**src/rtl/pm_cfg_pkg.sv**
```systemverilog
package pm_cfg_pkg;

  // byte offsets of the implemented configuration words
  localparam logic [7:0] OFF_SUBID  = 8'h2C;
  localparam logic [7:0] OFF_CAPPTR = 8'h34;
  localparam logic [7:0] OFF_PMCAP  = 8'h40;
  localparam logic [7:0] OFF_PMCSR  = 8'h44;

  // bit positions inside the control/status word
  localparam int unsigned PS_LSB  = 0;
  localparam int unsigned EN_BIT  = 8;
  localparam int unsigned STS_BIT = 15;

  typedef enum logic [1:0] {
    PS_D0    = 2'b00,
    PS_D1    = 2'b01,
    PS_D2    = 2'b10,
    PS_D3HOT = 2'b11
  } pstate_e;

  typedef struct packed {
    logic    sts;
    logic    en;
    pstate_e ps;
  } pmcsr_t;

endpackage

```
**src/rtl/pm_rst_sync.sv**
```systemverilog
module pm_rst_sync #(
  parameter int unsigned STAGES = 2
) (
  input  logic clk,
  input  logic rst_n,
  output logic rst_sync_n
);

  logic [STAGES-1:0] sh_q;
  logic [STAGES-1:0] sh_d;

  always_comb begin
    sh_d = {sh_q[STAGES-2:0], 1'b1};
  end

  always_ff @(posedge clk or negedge rst_n) begin
    if (!rst_n) begin
      sh_q <= '0;
    end else begin
      sh_q <= sh_d;
    end
  end

  assign rst_sync_n = sh_q[STAGES-1];

endmodule

```
**src/rtl/pm_strap_latch.sv**
```systemverilog
module pm_strap_latch #(
  parameter int unsigned SUB_W  = 4,
  parameter int unsigned SVID_W = 8
) (
  input  logic              clk,
  input  logic              rst_n,
  input  logic [SUB_W-1:0]  strap_sub,
  input  logic [SVID_W-1:0] strap_svid,
  output logic [SUB_W-1:0]  sub_id,
  output logic [SVID_W-1:0] svid
);

  // floating straps resolve to an ID of one
  localparam logic [SUB_W-1:0]  SUB_FLOAT  = SUB_W'(1);
  localparam logic [SVID_W-1:0] SVID_FLOAT = SVID_W'(1);

  logic              pend_q;
  logic              pend_d;
  logic              cap_en;
  logic [SUB_W-1:0]  sub_q;
  logic [SVID_W-1:0] svid_q;

  always_comb begin
    cap_en = pend_q;
    pend_d = 1'b0;
  end

  always_ff @(posedge clk or negedge rst_n) begin
    if (!rst_n) begin
      pend_q <= 1'b1;
    end else if (cap_en) begin
      pend_q <= pend_d;
    end
  end

  always_ff @(posedge clk or negedge rst_n) begin
    if (!rst_n) begin
      sub_q  <= SUB_FLOAT;
      svid_q <= SVID_FLOAT;
    end else if (cap_en) begin
      sub_q  <= strap_sub;
      svid_q <= strap_svid;
    end
  end

  assign sub_id = sub_q;
  assign svid   = svid_q;

endmodule

```
**src/rtl/pm_ctrl_reg.sv**
```systemverilog
module pm_ctrl_reg
  import pm_cfg_pkg::*;
(
  input  logic       clk,
  input  logic       rst_n,
  input  logic       wr_hit,
  input  logic [1:0] wr_be,
  input  logic [1:0] wr_ps,
  input  logic       wr_en,
  input  logic       wr_sts,
  input  logic       wake_evt,
  output pmcsr_t     csr
);

  pmcsr_t csr_q;
  pmcsr_t csr_d;
  logic   ps_ce;
  logic   en_ce;
  logic   sts_ce;
  logic   sts_clr;

  always_comb begin
    ps_ce   = wr_hit && wr_be[0];
    en_ce   = wr_hit && wr_be[1];
    sts_clr = wr_hit && wr_be[1] && wr_sts;
    sts_ce  = wake_evt || sts_clr;
    csr_d    = csr_q;
    csr_d.ps = pstate_e'(wr_ps);
    csr_d.en = wr_en;
    // a new event outranks a clearing write in the same cycle
    csr_d.sts = wake_evt;
  end

  always_ff @(posedge clk or negedge rst_n) begin
    if (!rst_n) begin
      csr_q.ps <= PS_D0;
    end else if (ps_ce) begin
      csr_q.ps <= csr_d.ps;
    end
  end

  always_ff @(posedge clk or negedge rst_n) begin
    if (!rst_n) begin
      csr_q.en <= 1'b0;
    end else if (en_ce) begin
      csr_q.en <= csr_d.en;
    end
  end

  always_ff @(posedge clk or negedge rst_n) begin
    if (!rst_n) begin
      csr_q.sts <= 1'b0;
    end else if (sts_ce) begin
      csr_q.sts <= csr_d.sts;
    end
  end

  assign csr = csr_q;

endmodule

```
**src/rtl/pm_cfg_rdmux.sv**
```systemverilog
module pm_cfg_rdmux
  import pm_cfg_pkg::*;
#(
  parameter int unsigned ADDR_W   = 6,
  parameter int unsigned SUB_W    = 4,
  parameter int unsigned SVID_W   = 8,
  parameter logic [7:0]  CAP_PTR  = 8'h40,
  parameter logic [31:0] CAP_WORD = 32'h6C210001
) (
  input  logic [ADDR_W-1:0] addr,
  input  pmcsr_t            csr,
  input  logic [SUB_W-1:0]  sub_id,
  input  logic [SVID_W-1:0] svid,
  output logic [31:0]       rdata
);

  localparam logic [ADDR_W-1:0] IDX_SUBID  = ADDR_W'(OFF_SUBID >> 2);
  localparam logic [ADDR_W-1:0] IDX_CAPPTR = ADDR_W'(OFF_CAPPTR >> 2);
  localparam logic [ADDR_W-1:0] IDX_PMCAP  = ADDR_W'(OFF_PMCAP >> 2);
  localparam logic [ADDR_W-1:0] IDX_PMCSR  = ADDR_W'(OFF_PMCSR >> 2);
  localparam int unsigned       SUB_LSB    = 16;

  always_comb begin
    rdata = '0;
    case (addr)
      IDX_SUBID: begin
        rdata[SUB_LSB +: SUB_W] = sub_id;
        rdata[SVID_W-1:0]       = svid;
      end
      IDX_CAPPTR: rdata[7:0] = CAP_PTR;
      IDX_PMCAP:  rdata      = CAP_WORD;
      IDX_PMCSR: begin
        rdata[STS_BIT]         = csr.sts;
        rdata[EN_BIT]          = csr.en;
        rdata[PS_LSB +: 2]     = csr.ps;
      end
      default: rdata = '0;
    endcase
  end

endmodule

```
**src/rtl/pm_cfg_regs.sv**
```systemverilog
module pm_cfg_regs
  import pm_cfg_pkg::*;
#(
  parameter int unsigned ADDR_W    = 6,
  parameter int unsigned SUB_W     = 4,
  parameter int unsigned SVID_W    = 8,
  parameter int unsigned RST_STAGE = 2,
  parameter logic [7:0]  CAP_PTR   = 8'h40,
  parameter logic [31:0] CAP_WORD  = 32'h6C210001
) (
  input  logic              clk,
  input  logic              rst_n,
  input  logic              cfg_wr,
  input  logic [ADDR_W-1:0] cfg_addr,
  input  logic [3:0]        cfg_be,
  input  logic [31:0]       cfg_wdata,
  output logic [31:0]       cfg_rdata,
  input  logic              wake_evt,
  input  logic [SUB_W-1:0]  strap_sub,
  input  logic [SVID_W-1:0] strap_svid,
  output logic              pme_n,
  output logic [1:0]        pwr_state
);

  localparam logic [ADDR_W-1:0] IDX_PMCSR = ADDR_W'(OFF_PMCSR >> 2);

  logic              rst_sync_n;
  logic              csr_hit;
  pmcsr_t            csr_q;
  logic [SUB_W-1:0]  sub_id;
  logic [SVID_W-1:0] svid;
  logic              unused_wbits;

  assign csr_hit = cfg_wr && (cfg_addr == IDX_PMCSR);

  pm_rst_sync #(
    .STAGES (RST_STAGE)
  ) u_rst_sync (
    .clk        (clk),
    .rst_n      (rst_n),
    .rst_sync_n (rst_sync_n)
  );

  pm_strap_latch #(
    .SUB_W  (SUB_W),
    .SVID_W (SVID_W)
  ) u_strap (
    .clk        (clk),
    .rst_n      (rst_sync_n),
    .strap_sub  (strap_sub),
    .strap_svid (strap_svid),
    .sub_id     (sub_id),
    .svid       (svid)
  );

  pm_ctrl_reg u_ctrl (
    .clk      (clk),
    .rst_n    (rst_sync_n),
    .wr_hit   (csr_hit),
    .wr_be    (cfg_be[1:0]),
    .wr_ps    (cfg_wdata[PS_LSB +: 2]),
    .wr_en    (cfg_wdata[EN_BIT]),
    .wr_sts   (cfg_wdata[STS_BIT]),
    .wake_evt (wake_evt),
    .csr      (csr_q)
  );

  pm_cfg_rdmux #(
    .ADDR_W   (ADDR_W),
    .SUB_W    (SUB_W),
    .SVID_W   (SVID_W),
    .CAP_PTR  (CAP_PTR),
    .CAP_WORD (CAP_WORD)
  ) u_rdmux (
    .addr   (cfg_addr),
    .csr    (csr_q),
    .sub_id (sub_id),
    .svid   (svid),
    .rdata  (cfg_rdata)
  );

  assign pme_n     = ~(csr_q.sts & csr_q.en);
  assign pwr_state = csr_q.ps;

  assign unused_wbits = ^{cfg_be[3:2], cfg_wdata[31:16], cfg_wdata[14:9], cfg_wdata[7:2]};

endmodule

```
**config.mk**
```make
export PLATFORM = sky130hd
export DESIGN_NAME = pm_cfg_regs
export DESIGN_NICKNAME = d
export VERILOG_FILES = /design/src/rtl/pm_cfg_pkg.sv /design/src/rtl/pm_rst_sync.sv /design/src/rtl/pm_strap_latch.sv /design/src/rtl/pm_ctrl_reg.sv /design/src/rtl/pm_cfg_rdmux.sv /design/src/rtl/pm_cfg_regs.sv
export SDC_FILE = /design/constraint.sdc
export NUM_CORES = 1
export LEC_CHECK = 0
export BUFFER_PORTS_ARGS = -buffer_cell sky130_fd_sc_hd__buf_2
export CAP_MARGIN = 15
export CORE_UTILIZATION = 25
export DETAILED_ROUTE_END_ITERATION = 8
export PLACE_DENSITY_LB_ADDON = 0.15
export SKIP_LAST_GASP = 1
export SYNTH_ARGS = -nofsm -noshare
export SYNTH_HDL_FRONTEND = slang
export SYNTH_SLANG_ARGS = --single-unit
```
**constraint.sdc**
```tcl
create_clock -name clk -period 1.1 [get_ports clk]
set_input_delay 0 -clock clk [delete_from_list [all_inputs] [get_ports clk]]
set_output_delay 0 -clock clk [all_outputs]
set_load 0.05 [all_outputs]
```
# Yosys cells after proc, flatten, opt, wreduce, memory -nomap -nowiden
# Cells that the tools add are included.
[op_classes] n_eq_ne=4 mux=6 bitwise=2 n_reduce_logical=5
[ops] cell="6-bit by 4-bit == test with 1-bit output, second input constant" n=2
[ops] cell="6-bit by 5-bit == test with 1-bit output, second input constant" n=2
[ops] cell="6-bit one-hot mux with 2 select lines" n=1
[ops] cell="11-bit 2-to-1 mux" n=1
[ops] cell="4-bit one-hot mux with 2 select lines" n=1
[ops] cell="2-bit one-hot mux with 3 select lines" n=1
[ops] cell="1-bit logical AND" n=4
[ops] cell="1-bit 2-to-1 mux" n=2
[ops] cell="1-bit AND" n=1
[ops] cell="1-bit logical OR" n=1
[ops] cell="1-bit inverter" n=1
[totals] regBits=19 input_bits=58 out_inout_bits=35 wordCells=24

# Logic depth before layout (Yosys ltp)
# Gate-level depths: netlist of run 1.
[logic_depth] depth_word=5 ltp_mapped=4 depth_no_buf=3

# Hierarchy
# Synthesis of run 1 repeated with hierarchy kept, for this count alone.
[unflattened] cells_unflattened=87 area_unflattened_um2=1081.0
[modules_own_cells] module="pm_strap_latch" instances=1 cells_per_inst=27 area_per_inst_um2=516.7 seq_area_each_um2=329.1
[modules_own_cells] module="pm_cfg_rdmux" instances=1 cells_per_inst=42 area_per_inst_um2=314.1 seq_area_each_um2=0.0
[modules_own_cells] module="pm_ctrl_reg" instances=1 cells_per_inst=11 area_per_inst_um2=167.7 seq_area_each_um2=100.1
[modules_own_cells] module="pm_rst_sync" instances=1 cells_per_inst=3 area_per_inst_um2=53.8 seq_area_each_um2=50.0
[modules_own_cells] module="pm_cfg_regs" instances=1 cells_per_inst=4 area_per_inst_um2=28.8 seq_area_each_um2=0.0

# Least setup slack after synthesis of run 1
# Ideal clock, no wire load.
[synth_path] kind="input to output" startpoint="in cfg_addr[1]" endpoint="out cfg_rdata[16]" t_arrival_ns=1.746 t_required_ns=1.100 path_slack_ns=-0.646 path_stages=3 n_path_buf=0 path_cell_list="or4b_4 nor3_2 a21o_1"
[synth_between] elab_chain_len=2 elab_cells_between_ends=3 cone_classes="2 x eq/ne; 1 x mux"
[synth_rtl] element="start, declared" line="pm_cfg_regs.sv:14" source="input logic [ADDR_W-1:0] cfg_addr,"
[synth_rtl] element="6-bit by 5-bit == test with 1-bit output or 6-bit by 4-bit == test with 1-bit output (tied branches)" line="pm_cfg_rdmux.sv:25" source="case (addr)"
[synth_rtl] element="4-bit one-hot mux with 2 select lines *" line="pm_cfg_rdmux.sv:25"
[synth_rtl] element="end, declared" line="pm_cfg_regs.sv:17" source="output logic [31:0] cfg_rdata,"
# Mark *: on every way between the ends. The rest lies on a longest branch, timed or not.

# Worst setup path after layout of run 1
[layout_path] startpoint="in cfg_addr[2]" endpoint="out cfg_rdata[16]"
# The elaborated chain is that of the path after synthesis.

==> flow_summary_export.csv, run 1 <==
group,metric,value,unit
run_status,status,"complete, but fails checks",
run_status,violations,"setup timing",
hold_path,hold_class,"input port to async pin",
timing,hold_ws,0.0434,ns
global_route,grt_pass1_vias,867,
yosys,yosysUniqueCellTypes,27,
floorplan,dieWidth,66.3,um
critical_path,path_cells,"buf_6, or4b_4, nor3_4, a21o_4, buf_8",
yosys,synthFlopType,"dfrtp_1",
floorplan,dieArea,0.00439,mm^2
yosys,synth.avg_cell_area,11.9,um^2
pwr,p_leak,0.925,nW
critical_path,slowest_delay,0.57,ns
yosys,synth-edff-count,0,
critical_path,crit_required,1.10,ns
yosys,synth_fa_ha_area_share,0,%
place,hpwl,1.80,mm
route,drt_iter0_markers,24,
yosys,ys_seq_area_share,46.4,%
global_route,grt-ovfl-total,0,
timing,timing.fmax,808,MHz
layout,insertedDiodeCount,0,
cts,clock_latency,0.25,ns
cts,numCtsBuffers,3,
critical_path,cp_max_fo,6,
route,first_pass_iters,3,
timing,fin_ws,-0.138,ns
yosys,synth.ff_latch_count,19,
route,drtAntennaViolNets,0,
cts,cts_root_buf,"clkbuf_8",
layout,final_cell_mix,"buf_2, dlygate4sd3_1, buf_4",
place,gp_congestion,0.672,
pwr,power,1.75,mW
route,routedWlPerCell,12.1,um
timing,skew,0.00587,ns
floorplan,die_h,66.3,um
yosys,synth_mux_area_share,16.4,%
run,drv_cap,0,
floorplan,rows,22,
route,vias_per_cell,4.18,
layout,final_util,48.5,%
route,vias,890,
route,wl,2.59,mm
timing,rsz0062_at_grt,"yes",
critical_path,worst_setup_path_start_kind,"input port",
yosys,synthArstFlopShare,100,%
layout,area_delta_synth_final,78.4,%
timing,post-route-period-util,113,%
global_route,grt_use_total,11.5,%
timing,setup_viol,18,
layout,layout_commonest_cell,"buf_2",
timing,hold_violations,0,
cts,cts_buffer_depth,2,
yosys,synthCells,87,
timing,finalCriticalPeriod,1.24,ns
pwr,power_density,950,mW/mm^2
route,post-route-drc-count,0,
timing,maxSlewViolCount,0,
critical_path,critPathCaptureType,"primary output",
critical_path,crit_arrival,1.24,ns
place,place_ws,-0.235,ns
cts,h-tree-depth,1,
yosys,netlist_area,0.00103,mm^2
global_route,grt_pass1_wl,3.90,mm
floorplan,initial_core_util,27.2,%
layout,multi_input_area,559,um^2
global_route,antenna_found_initial,0,
yosys,synth_xor_area_share,0,%
pwr,irDropWorstVdd,676,uV
floorplan,io_pins,93,
cts,cts_sinks,19,
yosys,synth_top_family_by_area,"simple AND/OR/NAND/NOR gates",
critical_path,crit_type,"input port to primary output",
floorplan,core-area,0.00380,mm^2
layout,drive_above_1_share,60.6,%
layout,seqCellArea,479,um^2
global_route,grt_max_degree,18,
cts,clkTransAtPathRegs,0.07,ns
yosys,synth_compound_area_share,3.64,%
layout,nFillCells,352,
yosys,synth-simple-area-share,17.5,%
critical_path,slowest_stage,"or4b_4",
place,port_buffers,49,
yosys,ys_warn_count,0,
cts,tritoncts,"yes",
layout,nNetsFinal,224,
[critical path, delay by kind of cell]
family                 cells  cell delay [ns]
and+or+nand+nor            2             0.87
buffers and inverters      2             0.22
AOI/OAI and AO/OA          1             0.14
[cell type report]
cell class,instances,area share (%)
timing repair buffer,82,37.7
multi-input combinational,59,30.4
sequential,19,26.0
tap,48,3.26
clock buffer,4,2.45
inverter,1,0.204
[synthesized netlist by cell type (2+ instances only)]
library cell | instances | share of area, %
and2_1 | 8 | 4.8
and3_1 | 2 | 1.2
buf_4 | 20 | 15
conb_1 | 2 | 0.73
dfrtp_1 | 16 | 39
dfstp_2 | 3 | 7.6
mux2_1 | 5 | 5.5
mux2_2 | 10 | 11
nand2b_1 | 2 | 1.2
nor2_1 | 2 | 0.73
[sequential cells by signal (all words and copies together) (netlist names)]
register	count
u_ctrl.csr	4
u_strap.sub_id	4
u_rst_sync.sh_q	2
u_strap.cap_en	1
u_strap.svid	8
[report_power, final]
part | switching [mW] | leakage, nW | internal [mW]
clock | 0.213 | 0.0228 | 0.257
sequential | 0.0352 | 0.221 | 0.765
combinational | 0.255 | 0.681 | 0.225
[repair_timing]
action,CTS,global route
hold buffers,18,0
pin swaps,4,5
endpoints found under the setup margin,29,29
buffers inserted,1,1
gates resized for setup,33,23
hold endpoints to repair,18,0
[through the flow]
step	cells	setup TNS (ns)	cell area [um^2]
after global placement	189	-2.09	1410
after detailed placement	189	-2.41	1410
after global routing	213	-2.12	1840
final	213	-1.14	1840
after CTS	212	-1.39	1740
after floorplan	100	-1.88	1160
[final timing paths]
path	start	to	slack (ns)	cells after the start
worst max register to register	u_strap.cap_en$_DFF_PN1_	u_strap.svid[4]$_DFFE_PN0P_	-0.03	2
max in group asynchronous	u_rst_sync.sh_q[1]$_DFF_PN0_	u_strap.sub_id[0]$_DFFE_PN1P_	0.65	1
worst max-delay path	cfg_addr[2]	cfg_rdata[16]	-0.14	5
min in group clk	cfg_be[0]	u_ctrl.csr[0]$_DFFE_PN0P_	0.16	3
worst min-delay path	rst_n	u_rst_sync.sh_q[0]$_DFF_PN0_	0.04	2
worst min register to register	u_rst_sync.sh_q[1]$_DFF_PN0_	u_ctrl.csr[0]$_DFFE_PN0P_	0.19	1
[metal layers]
| layer | share of wire (%) | vias to the layer above | track usage (%) | wire length (um) |
|---|---|---|---|---|
| met1 | 44 | 429 | 14.8 | 1140 |
| li1 | - | 423 | - | - |
| met3 | 6.2 | 0 | 2.24 | 160 |
| met2 | 50 | 38 | 19.9 | 1290 |
| met4 | 0 | 0 | 2.39 | 0 |
| met5 | 0 | - | 0 | 0 |
[cells by family (layout without fill, tap and decap cells)]
family | count (synthesis) | in the layout
flops | 19 | 19
simple gates | 24 | 24
mux | 15 | 15
compound gates | 5 | 5
other cells | 2 | 15
buf+inv | 22 | 87
(Power assumes the default switching activity.)
==> run 2, diff against run 1 <==
PLACE_DENSITY_LB_ADDON = unset   (was 0.15)
clock period = 1.2 ns   (was 1.1 ns; I/O delays follow)
==> run 2 against run 1 <==
Against the previous run:
- the run still ends with setup timing left
- power fell by 11%
- critical path depth fell by 3
- via count fell by 1.7%
- design area fell by 9.2%
- utilization fell by 4.4 points
- die area did not move
- clock skew rose by 0.00070 ns
==> flow_summary_export.csv, run 2 (synthesized netlist as in run 1, its figures left out) <==
group,metric,value,unit
pwr,power_switching,460,uW
route,drtAntennaViolNets,0,
global_route,grt-ovfl-total,0,
place,dp_cells,184,
critical_path,worst_setup_path_start_kind,"flop",
timing,fin_ws,-0.00728,ns
layout,area_delta_synth_final,62.1,%
critical_path,slowest_stage,"dfstp_4",
global_route,grt_max_degree,18,
critical_path,crit_arrival,1.34,ns
cts,cts_root_buf,"clkbuf_8",
run,drv_cap,0,
cts,cts_sinks,19,
route,post-route-drc-count,0,
layout,finalInstanceArea,0.00167,mm^2
place,port_buffers,49,
global_route,antenna_found_initial,0,
floorplan,dieArea,0.00439,mm^2
pwr,irDropWorstVdd,437,uV
cts,clock_latency,0.26,ns
place,hpwl,1.86,mm
timing,maxSlewViolCount,0,
route,vias,875,
place,place_ws,-0.126,ns
timing,post-route-period-util,101,%
layout,insertedDiodeCount,0,
timing,skew,0.00657,ns
global_route,grt_pass1_wl,3.95,mm
cts,cts_buffer_depth,2,
hold_path,hold_class,"input port to flop",
floorplan,dieWidth,66.3,um
critical_path,critPathCaptureType,"flop",
route,routedWlPerCell,12.7,um
cts,h-tree-depth,1,
critical_path,crit_family,"flip-flops",
floorplan,initial_core_util,27.2,%
timing,hold_violations,0,
critical_path,crit_type,"flop to flop",
layout,layout_commonest_cell,"buf_2",
pwr,p_leak,0.829,nW
timing,tns,-0.0144,ns
floorplan,die_h,66.3,um
route,drt_iter0_markers,13,
timing,finalCriticalPeriod,1.21,ns
route,vias_per_cell,4.21,
cts,numCtsBuffers,3,
run_status,violations,"setup timing",
critical_path,crit_required,1.34,ns
timing,rsz0062_at_grt,"yes",
route,first_pass_iters,3,
pwr,p_sw_share,29.5,%
place,placed_cell_area,0.00131,mm^2
pwr,power_density,932,mW/mm^2
layout,final_cell_mix,"buf_2, buf_4, dlygate4sd3_1",
run_status,status,"complete, but fails checks",
cts,clkTransAtPathRegs,0.07,ns
global_route,grt_use_total,12.3,%
place,gp_congestion,0.639,
critical_path,path_cells,"buf_12, mux2_2",
layout,final_util,44.0,%
layout,drive_above_1_share,53.8,%
timing,setup_viol,5,
floorplan,core-area,0.00380,mm^2
pwr,p_clk_share,28.0,%
critical_path,cp_max_fo,6,
pwr,internal_power,1.10,mW
cts,tritoncts,"yes",
global_route,grt_pass1_vias,868,
pwr,power_frac_comb,25.1,%
critical_path,crit_buf_inv,1,
layout,stdcell_count,208,
critical_path,slowest_delay,0.64,ns
timing,timing.fmax,828,MHz
layout,largest_reg_flops,8,
route,wl,2.65,mm
floorplan,io_pins,93,
pwr,power_frac_seq,46.9,%
layout,nNetsFinal,219,
floorplan,rows,22,
-- run 2: cell count changes in the layout (fill, tap and decap cells not counted), moves of 3 or more --
cell and delta:
buf_6 -7, mux2_2 +10, mux2_4 -11, buf_2 +3, and2_1 +8, and2_4 -8
-- run 2: final timing paths --
kind / start / slack (ns) / cells past startpoint / end
worst min-delay path: wake_evt / 0.008 / 3 / u_ctrl.csr[3]$_DFFE_PN0P_
min in group asynchronous: rst_n / 0.05 / 2 / u_rst_sync.sh_q[0]$_DFF_PN0_
max in group asynchronous: u_rst_sync.sh_q[1]$_DFF_PN0_ / 0.74 / 1 / u_strap.sub_id[0]$_DFFE_PN1P_
worst max-delay path: u_strap.cap_en$_DFF_PN1_ / -0.007 / 2 / u_strap.svid[2]$_DFFE_PN0P_
worst max register to register: u_strap.cap_en$_DFF_PN1_ / -0.007 / 2 / u_strap.svid[2]$_DFFE_PN0P_
worst min register to register: u_rst_sync.sh_q[1]$_DFF_PN0_ / 0.20 / 1 / u_strap.sub_id[2]$_DFFE_PN0P_
-- run 2: layout make-up --
| cell class | instances | area, um^2 |
|---|---|---|
| sequential | 19 | 483 |
| multi-input combinational | 59 | 472 |
| inverter | 1 | 3.75 |
| fill | 362 | 2130 |
| clock buffer | 3 | 41.3 |
| timing repair buffer | 77 | 608 |
| clock inverter | 1 | 5.00 |
| tap | 48 | 60.1 |
-- run 2: power by group through the flow --
stage               clock network, mW  registers, mW  logic [mW]
finish                          0.437          0.731       0.392
global route                    0.490          0.740       0.421
CTS                             0.457          0.737       0.358
detailed placement                  0          0.747       0.313
global placement                    0          0.744       0.303
floorplan                           0          0.738       0.258
-- run 2: worst min-delay path, delay by kind of cell --
kind	cells	cell delay, ns
compound gates	1	0.08
buf+inv	2	0.14
-- run 2: repair_timing --
| item | CTS | global route |
|---|---|---|
| buffers inserted | 0 | 3 |
| hold buffers | 17 | 0 |
| pin swaps | 1 | 6 |
| setup endpoints to repair | 20 | 23 |
| gates resized for setup | 16 | 26 |
| hold endpoints to repair | 18 | 0 |
-- run 2: through the flow --
stage	hold WS [ns]	power [mW]
after global routing	0.0234	1.65
after CTS	0.00174	1.55
after global placement	-0.214	1.05
after detailed placement	-0.212	1.06
after floorplan	-0.296	0.996
final	0.00774	1.56
-- run 2: routing by layer --
metal / global-route usage [%] / vias up / wire length, um
li1: - / 409 / -
met1: 14.3 / 414 / 1080
met2: 22.2 / 47 / 1380
met3: 1.90 / 5 / 152
met4: 4.79 / 0 / 37
met5: 0 / - / 0
==> run 3, diff against run 2 <==
SKIP_CTS_REPAIR_TIMING = 1   (was unset)
==> run 3 against run 2 <==
Against the previous run:
- the flow now finishes without violations
- clock skew barely moved
- register-to-register slack barely moved
- worst hold slack improved by 0.00095 ns
- final cell count fell by 0.96%
- sequential share of layout area rose by 1.1 points
- critical endpoint unchanged
- largest cell class unchanged
==> flow_summary_export.csv, run 3 (synthesized netlist as in run 1, its figures left out) <==
group,metric,value,unit
timing,hold_violations,0,
layout,final_util,42.4,%
cts,tritoncts,"yes",
hold_path,hold_class,"input port to flop",
global_route,grt_pass1_wl,3.54,mm
timing,rsz0062_at_grt,"yes",
route,post-route-drc-count,0,
layout,drive_above_1_share,51.3,%
place,gp_congestion,0.639,
floorplan,dieWidth,66.3,um
timing,hold_ws,0.00869,ns
run_status,status,"completed",
pwr,p_leak,0.797,nW
critical_path,startpoint,"u_strap.cap_en$_DFF_PN1_",
run,drv_cap,0,
pwr,power,1.54,mW
timing,maxSlewViolCount,0,
cts,clock_latency,0.25,ns
hold_path,min_to,"u_ctrl.csr[3]$_DFFE_PN0P_",
cts,numCtsBuffers,3,
route,routedWlPerCell,12.2,um
critical_path,cp_max_fo,12,
floorplan,die_h,66.3,um
critical_path,crit_required,1.33,ns
critical_path,worst_setup_path_start_kind,"flop",
place,hpwl,1.86,mm
critical_path,crit_arrival,1.33,ns
layout,insertedDiodeCount,0,
critical_path,crit_family,"flip-flops",
place,dp_cells,184,
route,drt_iter0_markers,11,
route,vias_per_cell,4.16,
route,wl,2.51,mm
layout,area_delta_synth_final,56.0,%
timing,fin_ws,0.00640,ns
global_route,grt_use_total,11.0,%
hold_path,hold_depth,3,
layout,nNetsFinal,217,
critical_path,crit_buf_inv,0,
global_route,grt-ovfl-total,0,
critical_path,worst_r2r_path_depth,1,
timing,skew,0.00685,ns
critical_path,crit_type,"flop to flop",
floorplan,io_pins,93,
route,drtAntennaViolNets,0,
place,port_buffers,49,
global_route,grt_max_degree,18,
layout,stdcell_count,206,
timing,setup_viol,0,
floorplan,dieArea,0.00439,mm^2
pwr,power_density,953,mW/mm^2
pwr,irDropWorstVdd,439,uV
critical_path,rr_startpoint,"u_strap.cap_en$_DFF_PN1_",
global_route,grt_pass1_vias,772,
floorplan,rows,22,
cts,cts_root_buf,"clkbuf_8",
timing,timing.fmax,838,MHz
cts,cts_sinks,19,
hold_path,min_from,"wake_evt",
cts,h-tree-depth,1,
critical_path,slowest_delay,0.72,ns
global_route,antenna_found_initial,0,
timing,finalCriticalPeriod,1.19,ns
critical_path,critPathCaptureType,"flop",
floorplan,core-area,0.00380,mm^2
route,vias,856,
timing,post-route-period-util,99.5,%
floorplan,initial_core_util,27.2,%
route,first_pass_iters,2,
critical_path,path_cells,"mux2_2",
critical_path,rr_endpoint,"u_strap.svid[2]$_DFFE_PN0P_",
layout,largest_reg_flops,8,
layout,layout_commonest_cell,"buf_2",
critical_path,rrSetupSlack,0.006,ns
place,place_ws,-0.126,ns
layout,seqCellArea,483,um^2
critical_path,slowest_stage,"dfstp_4",
layout,nFillCells,366,
layout,final_cell_mix,"buf_2, dlygate4sd3_1, dfrtp_1",
layout,multi_input_area,462,um^2
cts,cts_buffer_depth,2,
cts,clkTransAtPathRegs,0.07,ns
## run 3: worst max path at each step
stage / end / slack, ns / cells after the start
2_1_floorplan: cfg_rdata[16] / -0.25 / 3
3_3_place_gp: cfg_rdata[16] / -0.11 / 5
3_5_place_dp: cfg_rdata[16] / -0.13 / 5
4_1_cts: cfg_rdata[16] / -0.13 / 5
5_1_grt: cfg_rdata[16] / -0.04 / 5
6_report: u_strap.svid[2]$_DFFE_PN0P_ / 0.006 / 1
## run 3: per-layer routing
| metal | track usage [%] | up-vias | part of all wire, % |
|---|---|---|---|
| li1 | - | 407 | - |
| met1 | 13.1 | 399 | 41 |
| met2 | 18.9 | 46 | 52 |
| met3 | 2.41 | 4 | 6.4 |
| met4 | 4.79 | 0 | 0.84 |
| met5 | 0 | - | 0 |
## run 3: layout make-up
type	count	area share, %
timing repair buffer	75	34.5
tap	48	3.73
sequential	19	30.0
clock buffer	3	2.56
clock inverter	1	0.311
inverter	1	0.233
multi-input combinational	59	28.7
## run 3: report_power, final
group,total [mW],internal (mW),switching (mW)
sequential,0.737,0.702,0.0345
combinational,0.364,0.150,0.214
clock,0.434,0.231,0.203
total,1.54,1.08,0.452
## run 3: metrics by stage
step                      area (um^2)  TNS, ns
after global placement           1310   -0.546
after floorplan                  1110    -1.26
after detailed placement         1310   -0.792
after global routing             1610   -0.303
final                            1610        0
after CTS                        1350   -0.824
